`config.mk`:
```
export PLATFORM = sky130hd
export DESIGN_NAME = mc_seq_ctrl
export DESIGN_NICKNAME = d
export VERILOG_FILES = /design/src/rtl/mcs_pkg.sv /design/src/rtl/mcs_opdecode.sv /design/src/rtl/mcs_state_seq.sv /design/src/rtl/mcs_ctrl_gen.sv /design/src/rtl/mc_seq_ctrl.sv
export SDC_FILE = /design/constraint.sdc
export NUM_CORES = 1
export LEC_CHECK = 0
export ABC_CLOCK_PERIOD_IN_PS = 1300
export BUFFER_PORTS_ARGS = -buffer_cell sky130_fd_sc_hd__clkbuf_2
export CORE_MARGIN = 1.5
export CORE_UTILIZATION = 43
export DETAILED_ROUTE_END_ITERATION = 12
export GPL_ROUTABILITY_DRIVEN = 0
export PLACE_DENSITY = 0.76
export SETUP_SLACK_MARGIN = 0.1
export SLEW_MARGIN = 40
export SYNTH_ARGS = -nofsm -noshare
export SYNTH_HDL_FRONTEND = slang
export SYNTH_SLANG_ARGS = --single-unit
```
`constraint.sdc`:
```
create_clock -name clk -period 1.3 [get_ports clk]
set_clock_uncertainty 0.05 [all_clocks]
set_input_delay 0.065 -clock clk [delete_from_list [all_inputs] [get_ports clk]]
set_output_delay 0.065 -clock clk [all_outputs]
set_load 0.03 [all_outputs]
```
`src/rtl/mcs_pkg.sv`:
```
// Shared types of the multicycle sequencer: opcodes, ALU controls, states
// and the packed control word. Assumes a 4-bit opcode field.
package mcs_pkg;

    localparam int OPC_W = 4;

    typedef enum logic [OPC_W-1:0] {
        OP_ADD  = 4'b0000,
        OP_NAND = 4'b0001,
        OP_LW   = 4'b0010,
        OP_SW   = 4'b0011,
        OP_BEQ  = 4'b0100,
        OP_JALR = 4'b0101,
        OP_HALT = 4'b0110,
        OP_NOOP = 4'b0111,
        OP_INC  = 4'b1000,
        OP_DEC  = 4'b1001,
        OP_ADDI = 4'b1010,
        OP_ADDM = 4'b1011
    } opcode_e;

    typedef enum logic [1:0] {
        ALU_NONE = 2'b00,
        ALU_ADD  = 2'b01,
        ALU_SUB  = 2'b10,
        ALU_NAND = 2'b11
    } alu_op_e;

    typedef enum logic [1:0] {
        LSEL_ONE  = 2'b00,
        LSEL_BUS  = 2'b01,
        LSEL_SEXT = 2'b10
    } lsel_e;

    typedef enum logic [4:0] {
        S_F_ADDR, S_F_WAIT, S_F_LATCH, S_F_INC, S_F_PCWR,
        S_ADD_CALC, S_NAND_CALC, S_INC_CALC, S_DEC_CALC, S_ADDI_CALC,
        S_EA, S_WB_D, S_WB_B,
        S_MEM_RD, S_MEM_WAIT, S_LW_WB, S_AM_SUM,
        S_SW_WR, S_SW_IDLE,
        S_BEQ_CMP, S_BEQ_TGT, S_BEQ_WR,
        S_JALR_LINK, S_JALR_JMP,
        S_HALT
    } state_e;

    typedef struct packed {
        logic    pc_wr;
        logic    pc_wr_cond;
        logic    pc_drv_data;
        logic    pc_drv_addr;
        logic    ir_we;
        logic    ir_drv;
        logic    alur_we;
        logic    alur_drv_data;
        logic    alur_drv_addr;
        logic    cr_we;
        logic    mem_wr;
        logic    mem_rd;
        logic    mem_drv_data;
        logic    mem_drv_addr;
        logic    rf_rd1_en;
        logic    rf_rd2_en;
        logic    rf_we;
        alu_op_e alu_op;
        lsel_e   alu_lsel;
        logic    rd1_sel;   // 0: field A, 1: field B
        logic    wr_sel;    // 0: field B, 1: field D
    } ctrl_t;

endpackage

```
`src/rtl/mcs_opdecode.sv`:
```
// Opcode decoder: maps the opcode field of the instruction word to the first
// execute state and to the branch points shared by the memory opcodes.
// Assumes the opcode is the top OPC_W bits of the word; the other bits are
// not needed for sequencing.
module mcs_opdecode
    import mcs_pkg::*;
#(
    parameter int OPC_LSB = 16,
    localparam int IR_W   = OPC_LSB + OPC_W
) (
    input  logic [IR_W-1:0] ir_word,
    output state_e          entry_state,
    output state_e          ea_next,
    output state_e          wait_next
);

    logic [OPC_W-1:0] opc;
    logic             unused_fields;

    assign opc           = ir_word[OPC_LSB +: OPC_W];
    assign unused_fields = ^ir_word[OPC_LSB-1:0];

    // First execute state per opcode; unassigned opcodes behave as noop.
    always_comb begin
        unique case (opc)
            OP_ADD:  entry_state = S_ADD_CALC;
            OP_NAND: entry_state = S_NAND_CALC;
            OP_LW,
            OP_SW,
            OP_ADDM: entry_state = S_EA;
            OP_BEQ:  entry_state = S_BEQ_CMP;
            OP_JALR: entry_state = S_JALR_LINK;
            OP_HALT: entry_state = S_HALT;
            OP_INC:  entry_state = S_INC_CALC;
            OP_DEC:  entry_state = S_DEC_CALC;
            OP_ADDI: entry_state = S_ADDI_CALC;
            default: entry_state = S_F_ADDR;
        endcase
    end

    // Branch after the effective address: store writes, the others read.
    always_comb ea_next = (opc == OP_SW) ? S_SW_WR : S_MEM_RD;

    // Branch after the read wait: memory-add sums, load writes back.
    always_comb wait_next = (opc == OP_ADDM) ? S_AM_SUM : S_LW_WB;

endmodule

```
`src/rtl/mcs_state_seq.sv`:
```
// State register and next-state logic. Fetch is a fixed chain; the last
// fetch state dispatches on the decoded entry state. Assumes the instruction
// register stays stable outside the fetch latch cycle.
module mcs_state_seq
    import mcs_pkg::*;
(
    input  logic   clk,
    input  logic   rst_n,
    input  state_e entry_state,
    input  state_e ea_next,
    input  state_e wait_next,
    output state_e state_q
);

    state_e state_d;

    // Next-state selection for every state.
    always_comb begin
        unique case (state_q)
            S_F_ADDR:    state_d = S_F_WAIT;
            S_F_WAIT:    state_d = S_F_LATCH;
            S_F_LATCH:   state_d = S_F_INC;
            S_F_INC:     state_d = S_F_PCWR;
            S_F_PCWR:    state_d = entry_state;
            S_ADD_CALC,
            S_NAND_CALC,
            S_INC_CALC,
            S_DEC_CALC:  state_d = S_WB_D;
            S_ADDI_CALC: state_d = S_WB_B;
            S_EA:        state_d = ea_next;
            S_MEM_RD:    state_d = S_MEM_WAIT;
            S_MEM_WAIT:  state_d = wait_next;
            S_AM_SUM:    state_d = S_WB_B;
            S_SW_WR:     state_d = S_SW_IDLE;
            S_BEQ_CMP:   state_d = S_BEQ_TGT;
            S_BEQ_TGT:   state_d = S_BEQ_WR;
            S_JALR_LINK: state_d = S_JALR_JMP;
            S_HALT:      state_d = S_HALT;
            default:     state_d = S_F_ADDR;
        endcase
    end

    // State register with synchronous active-low reset to the first fetch state.
    always_ff @(posedge clk) begin
        if (!rst_n) state_q <= S_F_ADDR;
        else        state_q <= state_d;
    end

endmodule

```
`src/rtl/mcs_ctrl_gen.sv`:
```
// Control word generator: a pure function of the state (Moore outputs), so
// no enable depends on the instruction word within a cycle. Each state
// enables at most one driver per bus.
module mcs_ctrl_gen
    import mcs_pkg::*;
(
    input  state_e state_q,
    output ctrl_t  ctrl,
    output logic   halted
);

    // Enables and selects for the current state.
    always_comb begin
        ctrl = '0;
        unique case (state_q)
            S_F_ADDR: begin
                ctrl.pc_drv_addr = 1'b1;
                ctrl.mem_rd      = 1'b1;
            end
            S_F_LATCH: begin
                ctrl.mem_drv_data = 1'b1;
                ctrl.ir_we        = 1'b1;
            end
            S_F_INC: begin
                ctrl.pc_drv_addr = 1'b1;
                ctrl.alu_lsel    = LSEL_ONE;
                ctrl.alu_op      = ALU_ADD;
                ctrl.alur_we     = 1'b1;
            end
            S_F_PCWR: begin
                ctrl.alur_drv_data = 1'b1;
                ctrl.pc_wr         = 1'b1;
            end
            S_ADD_CALC, S_NAND_CALC: begin
                ctrl.rf_rd1_en = 1'b1;
                ctrl.rd1_sel   = 1'b1;
                ctrl.rf_rd2_en = 1'b1;
                ctrl.alu_lsel  = LSEL_BUS;
                ctrl.alu_op    = (state_q == S_ADD_CALC) ? ALU_ADD : ALU_NAND;
                ctrl.alur_we   = 1'b1;
            end
            S_INC_CALC, S_DEC_CALC: begin
                ctrl.rf_rd2_en = 1'b1;
                ctrl.alu_lsel  = LSEL_ONE;
                ctrl.alu_op    = (state_q == S_INC_CALC) ? ALU_ADD : ALU_SUB;
                ctrl.alur_we   = 1'b1;
            end
            S_ADDI_CALC, S_EA: begin
                ctrl.ir_drv    = 1'b1;
                ctrl.rf_rd2_en = 1'b1;
                ctrl.alu_lsel  = LSEL_SEXT;
                ctrl.alu_op    = ALU_ADD;
                ctrl.alur_we   = 1'b1;
            end
            S_WB_D: begin
                ctrl.alur_drv_data = 1'b1;
                ctrl.rf_we         = 1'b1;
                ctrl.wr_sel        = 1'b1;
            end
            S_WB_B: begin
                ctrl.alur_drv_data = 1'b1;
                ctrl.rf_we         = 1'b1;
            end
            S_MEM_RD: begin
                ctrl.alur_drv_addr = 1'b1;
                ctrl.mem_rd        = 1'b1;
            end
            S_LW_WB: begin
                ctrl.mem_drv_data = 1'b1;
                ctrl.rf_we        = 1'b1;
            end
            S_AM_SUM: begin
                ctrl.mem_drv_addr = 1'b1;
                ctrl.rf_rd1_en    = 1'b1;
                ctrl.rd1_sel      = 1'b1;
                ctrl.alu_lsel     = LSEL_BUS;
                ctrl.alu_op       = ALU_ADD;
                ctrl.alur_we      = 1'b1;
            end
            S_SW_WR: begin
                ctrl.alur_drv_addr = 1'b1;
                ctrl.rf_rd1_en     = 1'b1;
                ctrl.rd1_sel       = 1'b1;
                ctrl.mem_wr        = 1'b1;
            end
            S_BEQ_CMP: begin
                ctrl.rf_rd1_en = 1'b1;
                ctrl.rd1_sel   = 1'b1;
                ctrl.rf_rd2_en = 1'b1;
                ctrl.alu_lsel  = LSEL_BUS;
                ctrl.alu_op    = ALU_SUB;
                ctrl.cr_we     = 1'b1;
            end
            S_BEQ_TGT: begin
                ctrl.ir_drv      = 1'b1;
                ctrl.pc_drv_addr = 1'b1;
                ctrl.alu_lsel    = LSEL_SEXT;
                ctrl.alu_op      = ALU_ADD;
                ctrl.alur_we     = 1'b1;
            end
            S_BEQ_WR: begin
                ctrl.alur_drv_data = 1'b1;
                ctrl.pc_wr_cond    = 1'b1;
            end
            S_JALR_LINK: begin
                ctrl.pc_drv_data = 1'b1;
                ctrl.rf_we       = 1'b1;
            end
            S_JALR_JMP: begin
                ctrl.rf_rd1_en = 1'b1;
                ctrl.pc_wr     = 1'b1;
            end
            default: ctrl = '0;
        endcase
    end

    // Halt flag is the halt state itself.
    always_comb halted = (state_q == S_HALT);

endmodule

```
`src/rtl/mc_seq_ctrl.sv`:
```
// Top of the multicycle sequencer. Ties the opcode decoder, the state
// sequencer and the control generator together and flattens the control
// word onto ports. Assumes an external two-bus datapath and a memory whose
// read data is usable two cycles after the read starts.
module mc_seq_ctrl
    import mcs_pkg::*;
#(
    parameter int OPC_LSB = 16,
    localparam int IR_W   = OPC_LSB + OPC_W
) (
    input  logic            clk,
    input  logic            rst_n,
    input  logic [IR_W-1:0] ir_word,
    input  logic            cond_bit,
    output logic            pc_wr,
    output logic            pc_wr_cond,
    output logic            pc_drv_data,
    output logic            pc_drv_addr,
    output logic            ir_we,
    output logic            ir_drv,
    output logic            alur_we,
    output logic            alur_drv_data,
    output logic            alur_drv_addr,
    output logic            cr_we,
    output logic            mem_wr,
    output logic            mem_rd,
    output logic            mem_drv_data,
    output logic            mem_drv_addr,
    output logic            rf_rd1_en,
    output logic            rf_rd2_en,
    output logic            rf_we,
    output logic [1:0]      alu_op,
    output logic [1:0]      alu_lsel,
    output logic            rd1_sel,
    output logic            wr_sel,
    output logic            halted
);

    state_e entry_state;
    state_e ea_next;
    state_e wait_next;
    state_e state_q;
    ctrl_t  ctrl;
    logic   unused_cond;

    // The condition bit gates the PC write inside the datapath, not here.
    assign unused_cond = cond_bit;

    mcs_opdecode #(.OPC_LSB(OPC_LSB)) u_dec (
        .ir_word     (ir_word),
        .entry_state (entry_state),
        .ea_next     (ea_next),
        .wait_next   (wait_next)
    );

    mcs_state_seq u_seq (
        .clk         (clk),
        .rst_n       (rst_n),
        .entry_state (entry_state),
        .ea_next     (ea_next),
        .wait_next   (wait_next),
        .state_q     (state_q)
    );

    mcs_ctrl_gen u_gen (
        .state_q (state_q),
        .ctrl    (ctrl),
        .halted  (halted)
    );

    // Flatten the control word onto the port list.
    always_comb begin
        pc_wr         = ctrl.pc_wr;
        pc_wr_cond    = ctrl.pc_wr_cond;
        pc_drv_data   = ctrl.pc_drv_data;
        pc_drv_addr   = ctrl.pc_drv_addr;
        ir_we         = ctrl.ir_we;
        ir_drv        = ctrl.ir_drv;
        alur_we       = ctrl.alur_we;
        alur_drv_data = ctrl.alur_drv_data;
        alur_drv_addr = ctrl.alur_drv_addr;
        cr_we         = ctrl.cr_we;
        mem_wr        = ctrl.mem_wr;
        mem_rd        = ctrl.mem_rd;
        mem_drv_data  = ctrl.mem_drv_data;
        mem_drv_addr  = ctrl.mem_drv_addr;
        rf_rd1_en     = ctrl.rf_rd1_en;
        rf_rd2_en     = ctrl.rf_rd2_en;
        rf_we         = ctrl.rf_we;
        alu_op        = ctrl.alu_op;
        alu_lsel      = ctrl.alu_lsel;
        rd1_sel       = ctrl.rd1_sel;
        wr_sel        = ctrl.wr_sel;
    end

endmodule

```
==> results.md, run 1 <==
- Status: did not finish
- Fail Step: 4_1_cts
- Error: [ERROR DPL-0033] detailed placement checks failed during check placement.
- Placed Area: 0.00194 mm²
- Post-synth top area cell: a21oi_1
- I/O pins: 47
- Row cnt: 18
- Warnings, synthesis: 0
- DP HPWL: 3.73 mm
- Die width: 53.6 µm
- Die Ht: 53.6 µm
- Max H-tree Level: 1
- Post-CTS sizing: 95
- Number of synthesized flops with an enable pin: 0
- CTS root buf: clkbuf_4
- Syn Std Cell Area: 0.00110 mm²
- Top FF cell, synth: dfxtp_1
- Hold Buf Count CTS: 0
- Distinct cells, synth: 51
- Synthesized area per cell: 6.72 µm²
- IO Port Bufs: 29
- Asr flop ratio synth: 0
- CTS Buf Count: 3
- Largest cells by area after synthesis: a21oi_1 9.5%, dfxtp_1 9.1%, nor2_1 5.8%
- Placed insts: 264
- Effective utilization at floorplan: 0.449
- Post-Syn Instances: 164
- Clock sinks: 5
- Synth top area share: 0.0953
- Bufs on Longest Clock Path: 2
- Post-synthesis sequential area ratio: 0.0908
- Post-Syn Nets: 192
- Postcts setup bufs: 10
- Count of state elements after synthesis: 5
synthesized netlist by cell type, types with 2 or more instances:
| library cell | instances |
|---|---|
| nor3_1 | 3 |
| nand2_1 | 14 |
| nand3_1 | 4 |
| a21o_1 | 2 |
| ha_1 | 5 |
| o21ai_0 | 7 |
| nand2b_1 | 4 |
| o22ai_1 | 4 |
| a31oi_1 | 3 |
| mux2i_1 | 4 |
| a21oi_1 | 21 |
| nor2_1 | 17 |
| nor4b_1 | 2 |
| clkbuf_1 | 4 |
| dfxtp_1 | 5 |
| a211o_1 | 3 |
| buf_6 | 2 |
| and3_1 | 2 |
| inv_1 | 5 |
| nor2b_1 | 8 |
| buf_4 | 3 |
| a211oi_1 | 4 |
| o32ai_1 | 2 |
| buf_2 | 9 |
cells by family after synthesis:
| kind of cell | count (synthesis) | share of synthesized area |
|---|---|---|
| simple gates | 63 | 0.292 |
| compound gates | 61 | 0.384 |
| buf+inv | 24 | 0.116 |
| mux | 5 | 0.0465 |
| fa+ha+maj | 5 | 0.0568 |
| flops | 5 | 0.0908 |
| xor+xnor | 1 | 0.0148 |
metrics by stage:
stage	setup slack, ns	utilization
floorplan	-0.0840	-
global placement	-0.200	0.788
detailed placement	-0.218	0.788
==> run 2, diff against run 1 <==
- ABC_CLOCK_PERIOD_IN_PS: 1300 -> 1700
- CORE_AREA: not set -> 2 2 63 65
- CORE_MARGIN: 1.5 -> not set
- CORE_UTILIZATION: 43 -> not set
- DIE_AREA: not set -> 0 0 65 67
- PLACE_DENSITY: 0.76 -> not set
- PLACE_DENSITY_LB_ADDON: not set -> 0.15
- SETUP_SLACK_MARGIN: 0.1 -> not set
- clock period: 1.3 -> 1.7 ns (I/O delays scaled with it)
==> results.md, run 2 <==
- Total GRT Usage: 0.173
- Max Cap Viol: 0
- Via/cell ratio: 5.43
- CTS tree: yes
- Later-pin clock latency in the skew report: 0.22 ns
- Die Ht: 67 µm (+25%)
- Antenna viol nets, final: 0
- Crit path largest cell delay: 0.39 ns
- Crit path arrival time: 1.52 ns
- Status: completed
- IO Port Bufs: 29 (unchanged)
- Pins Over Slew Limit: 0
- Max H-tree Level: 1 (unchanged)
- Post-Syn Instances: 164 (unchanged)
- Number of synthesized flops with an enable pin: 0 (unchanged)
- Ant. Diodes: 0
- Top cells by count, synth: 21 x a21oi_1, 17 x nor2_1, 14 x nand2_1
- Core Area: 0.00361 mm²
- Most common cell after layout, fill and taps aside: buf_4
- DP HPWL: 2.76 mm (-26%)
- DRT Pass-1 Iters: 4
- Nets: 236
- Fin util: 0.443
- Asr flop ratio synth: 0 (unchanged)
- Crit path kind: reg -> out
- Die width: 65 µm (+21%)
- I/O pins: 47 (unchanged)
- Grt total ovfl: 0
- Hold Buf Count CTS: 0 (unchanged)
- DR iter-0 viols: 86
- Hold Crit Depth: 4
- CP Data Required Time: 1.56 ns
- Synth top area share: 0.0953 (unchanged)
- Setup-failing EPs final: 0
- Initial antenna violation count: 0
- Pwr Total: 2.39 mW
- Levels on crit path: 5
- Critical path, cell by cell: buf_4 > nor3_2 > a21oi_1 > a211oi_2 > clkbuf_4
- Clock sinks: 5 (unchanged)
- Tmin final: 1.66 ns
- CP Max Fanout: 13
- CP top delay family: buffers and inverters
- CTS Buf Count: 3 (unchanged)
- CTS root buf: clkbuf_8
- Row cnt: 22 (+4)
- PnR worst setup slack: 0.0415 ns
- Largest net degree at the start of global routing: 29
- Crit. Startpoint: u_seq.state_q[0]$_SDFF_PN0_
- Synthesized area per cell: 6.72 µm² (unchanged)
- P&R area growth vs syn: 44.9%
- Top FF cell, synth: dfxtp_1
- Multi-input gate area: 946 µm²
- Crit path max-delay cell type: dfxtp_4
- Post-synthesis sequential area ratio: 0.0908 (unchanged)
- Drt drc: 0
- Startpoint of the worst register-to-register path: u_seq.state_q[2]$_SDFF_PN0_
- RSZ-0062 raised after global routing: yes
- Via Count: 1,384
- Warnings, synthesis: 0 (unchanged)
- Layout cells sized above 1: 0.415
- Post-synth top area cell: a21oi_1
- Effective utilization at floorplan: 0.306 (-0.143)
- Maximum vdd drop: 494 µV
- R2R depth: 5
- PwrDens: 1500 mW/mm²
- First-pass GRT wire length: 6.04 mm
- Largest Register: u_seq.state_q
- Die area: 0.00436 mm²
- Most frequent cell after synthesis: a21oi_1
- Fmax achieved: 603 MHz
- Slew margin rel.: 0.726
- Bufs on Longest Clock Path: 2 (unchanged)
- Startpoint Class: flop
- Distinct cells, synth: 51 (unchanged)
- Fin Setup TNS: 0 ns
- Largest cells by area after synthesis: a21oi_1 9.5%, dfxtp_1 9.1%, nor2_1 5.8%
- Hold Crit Class: in -> reg
- Post-Syn Nets: 192 (unchanged)
- Worst-Margin Slew: 0.401 ns
- FILL cells: 382
- Min-delay src: rst_n
- Storage cell area: 114 µm²
- Largest registers: u_seq.state_q (5)
- Crit path buf inv count: 2
- Number of global-route vias before repair: 1,268
- Clock slew at reported path FFs: 0.03 ns
- Count of state elements after synthesis: 5 (unchanged)
- Pleak: 0.665 nW
- Pre-CTS WS: 0.0335 ns (+0.252 ns)
- Syn Std Cell Area: 0.00110 mm² (unchanged)
- Final period util: 0.976
- Max FFs per register: 5
- Hold Vio Cnt, Final: 0
- Crit. End Element: output pin
- DR WL/cell: 14.8 µm
- Commonest non-fill, non-tap cells in the layout: 29 x buf_4, 21 x clkbuf_2, 19 x a21oi_1
- WL final: 3.78 mm
==> run 2: cell counts after synthesis <==
Identical to the previous run, type by type.
==> run 2: cell families (layout without fill, tap and decap cells) <==
group           Yosys count  after routing  synth area share
buf+inv                  24             67             0.116
xor+xnor                  1              1            0.0148
compound gates           61             61             0.384
simple gates             63             63             0.292
mux                       5              5            0.0465
flops                     5              5            0.0908
fa+ha+maj                 5              5            0.0568
==> run 2: power breakdown <==
group / internal, mW / switching (mW)
Sequential: 0.166 / 0.0986
Combinational: 0.806 / 1.11
Clock: 0.161 / 0.0533
==> run 2: worst register-to-register path, delay by kind of cell, from the launching register on <==
| kind | cells | cell delay (ns) |
|---|---|---|
| AOI/OAI and AO/OA | 3 | 0.65 |
| DFF | 1 | 0.37 |
| and+or+nand+nor | 1 | 0.15 |
| buffers and inverters | 1 | 0.16 |
==> run 2: layer usage <==
layer	wire length, µm	GRT usage
met3	149	0.0186
met5	0	0
met4	6	0.0239
met1	1700	0.222
met2	1920	0.314
==> run 2: repair_timing <==
item	CTS	global route
setup buffers	0	2
pin swaps	0	3
gates resized for setup	16	19
setup endpoints to repair	19	13
cloned	0	1
==> run 2: final timing paths <==
check                                      to  slack (ns)
hold / removal    u_seq.state_q[2]$_SDFF_PN0_        0.16
hold reg to reg   u_seq.state_q[3]$_SDFF_PN0_        0.67
setup reg to reg  u_seq.state_q[1]$_SDFF_PN0_        0.19
setup / recovery                    rf_rd1_en        0.04
==> run 2: through the flow <==
step | hold WS [ns] | instances | cell area [µm²]
floorplan | 0.207 | 164 | 1130
global placement | 0.397 | 248 | 1440
detailed placement | 0.399 | 248 | 1440
CTS | 0.161 | 252 | 1530
global route | 0.176 | 255 | 1600
finish | 0.164 | 255 | 1600
==> run 2: area by class of cell <==
class                           count  share of cell area
Clock buffer                        4              0.0282
Inverter                            6              0.0141
Timing Repair Buffer               57               0.257
Tap cell                           48              0.0376
Sequential cell                     5              0.0713
Multi-Input combinational cell    135               0.592
(Power assumes the default switching activity.)
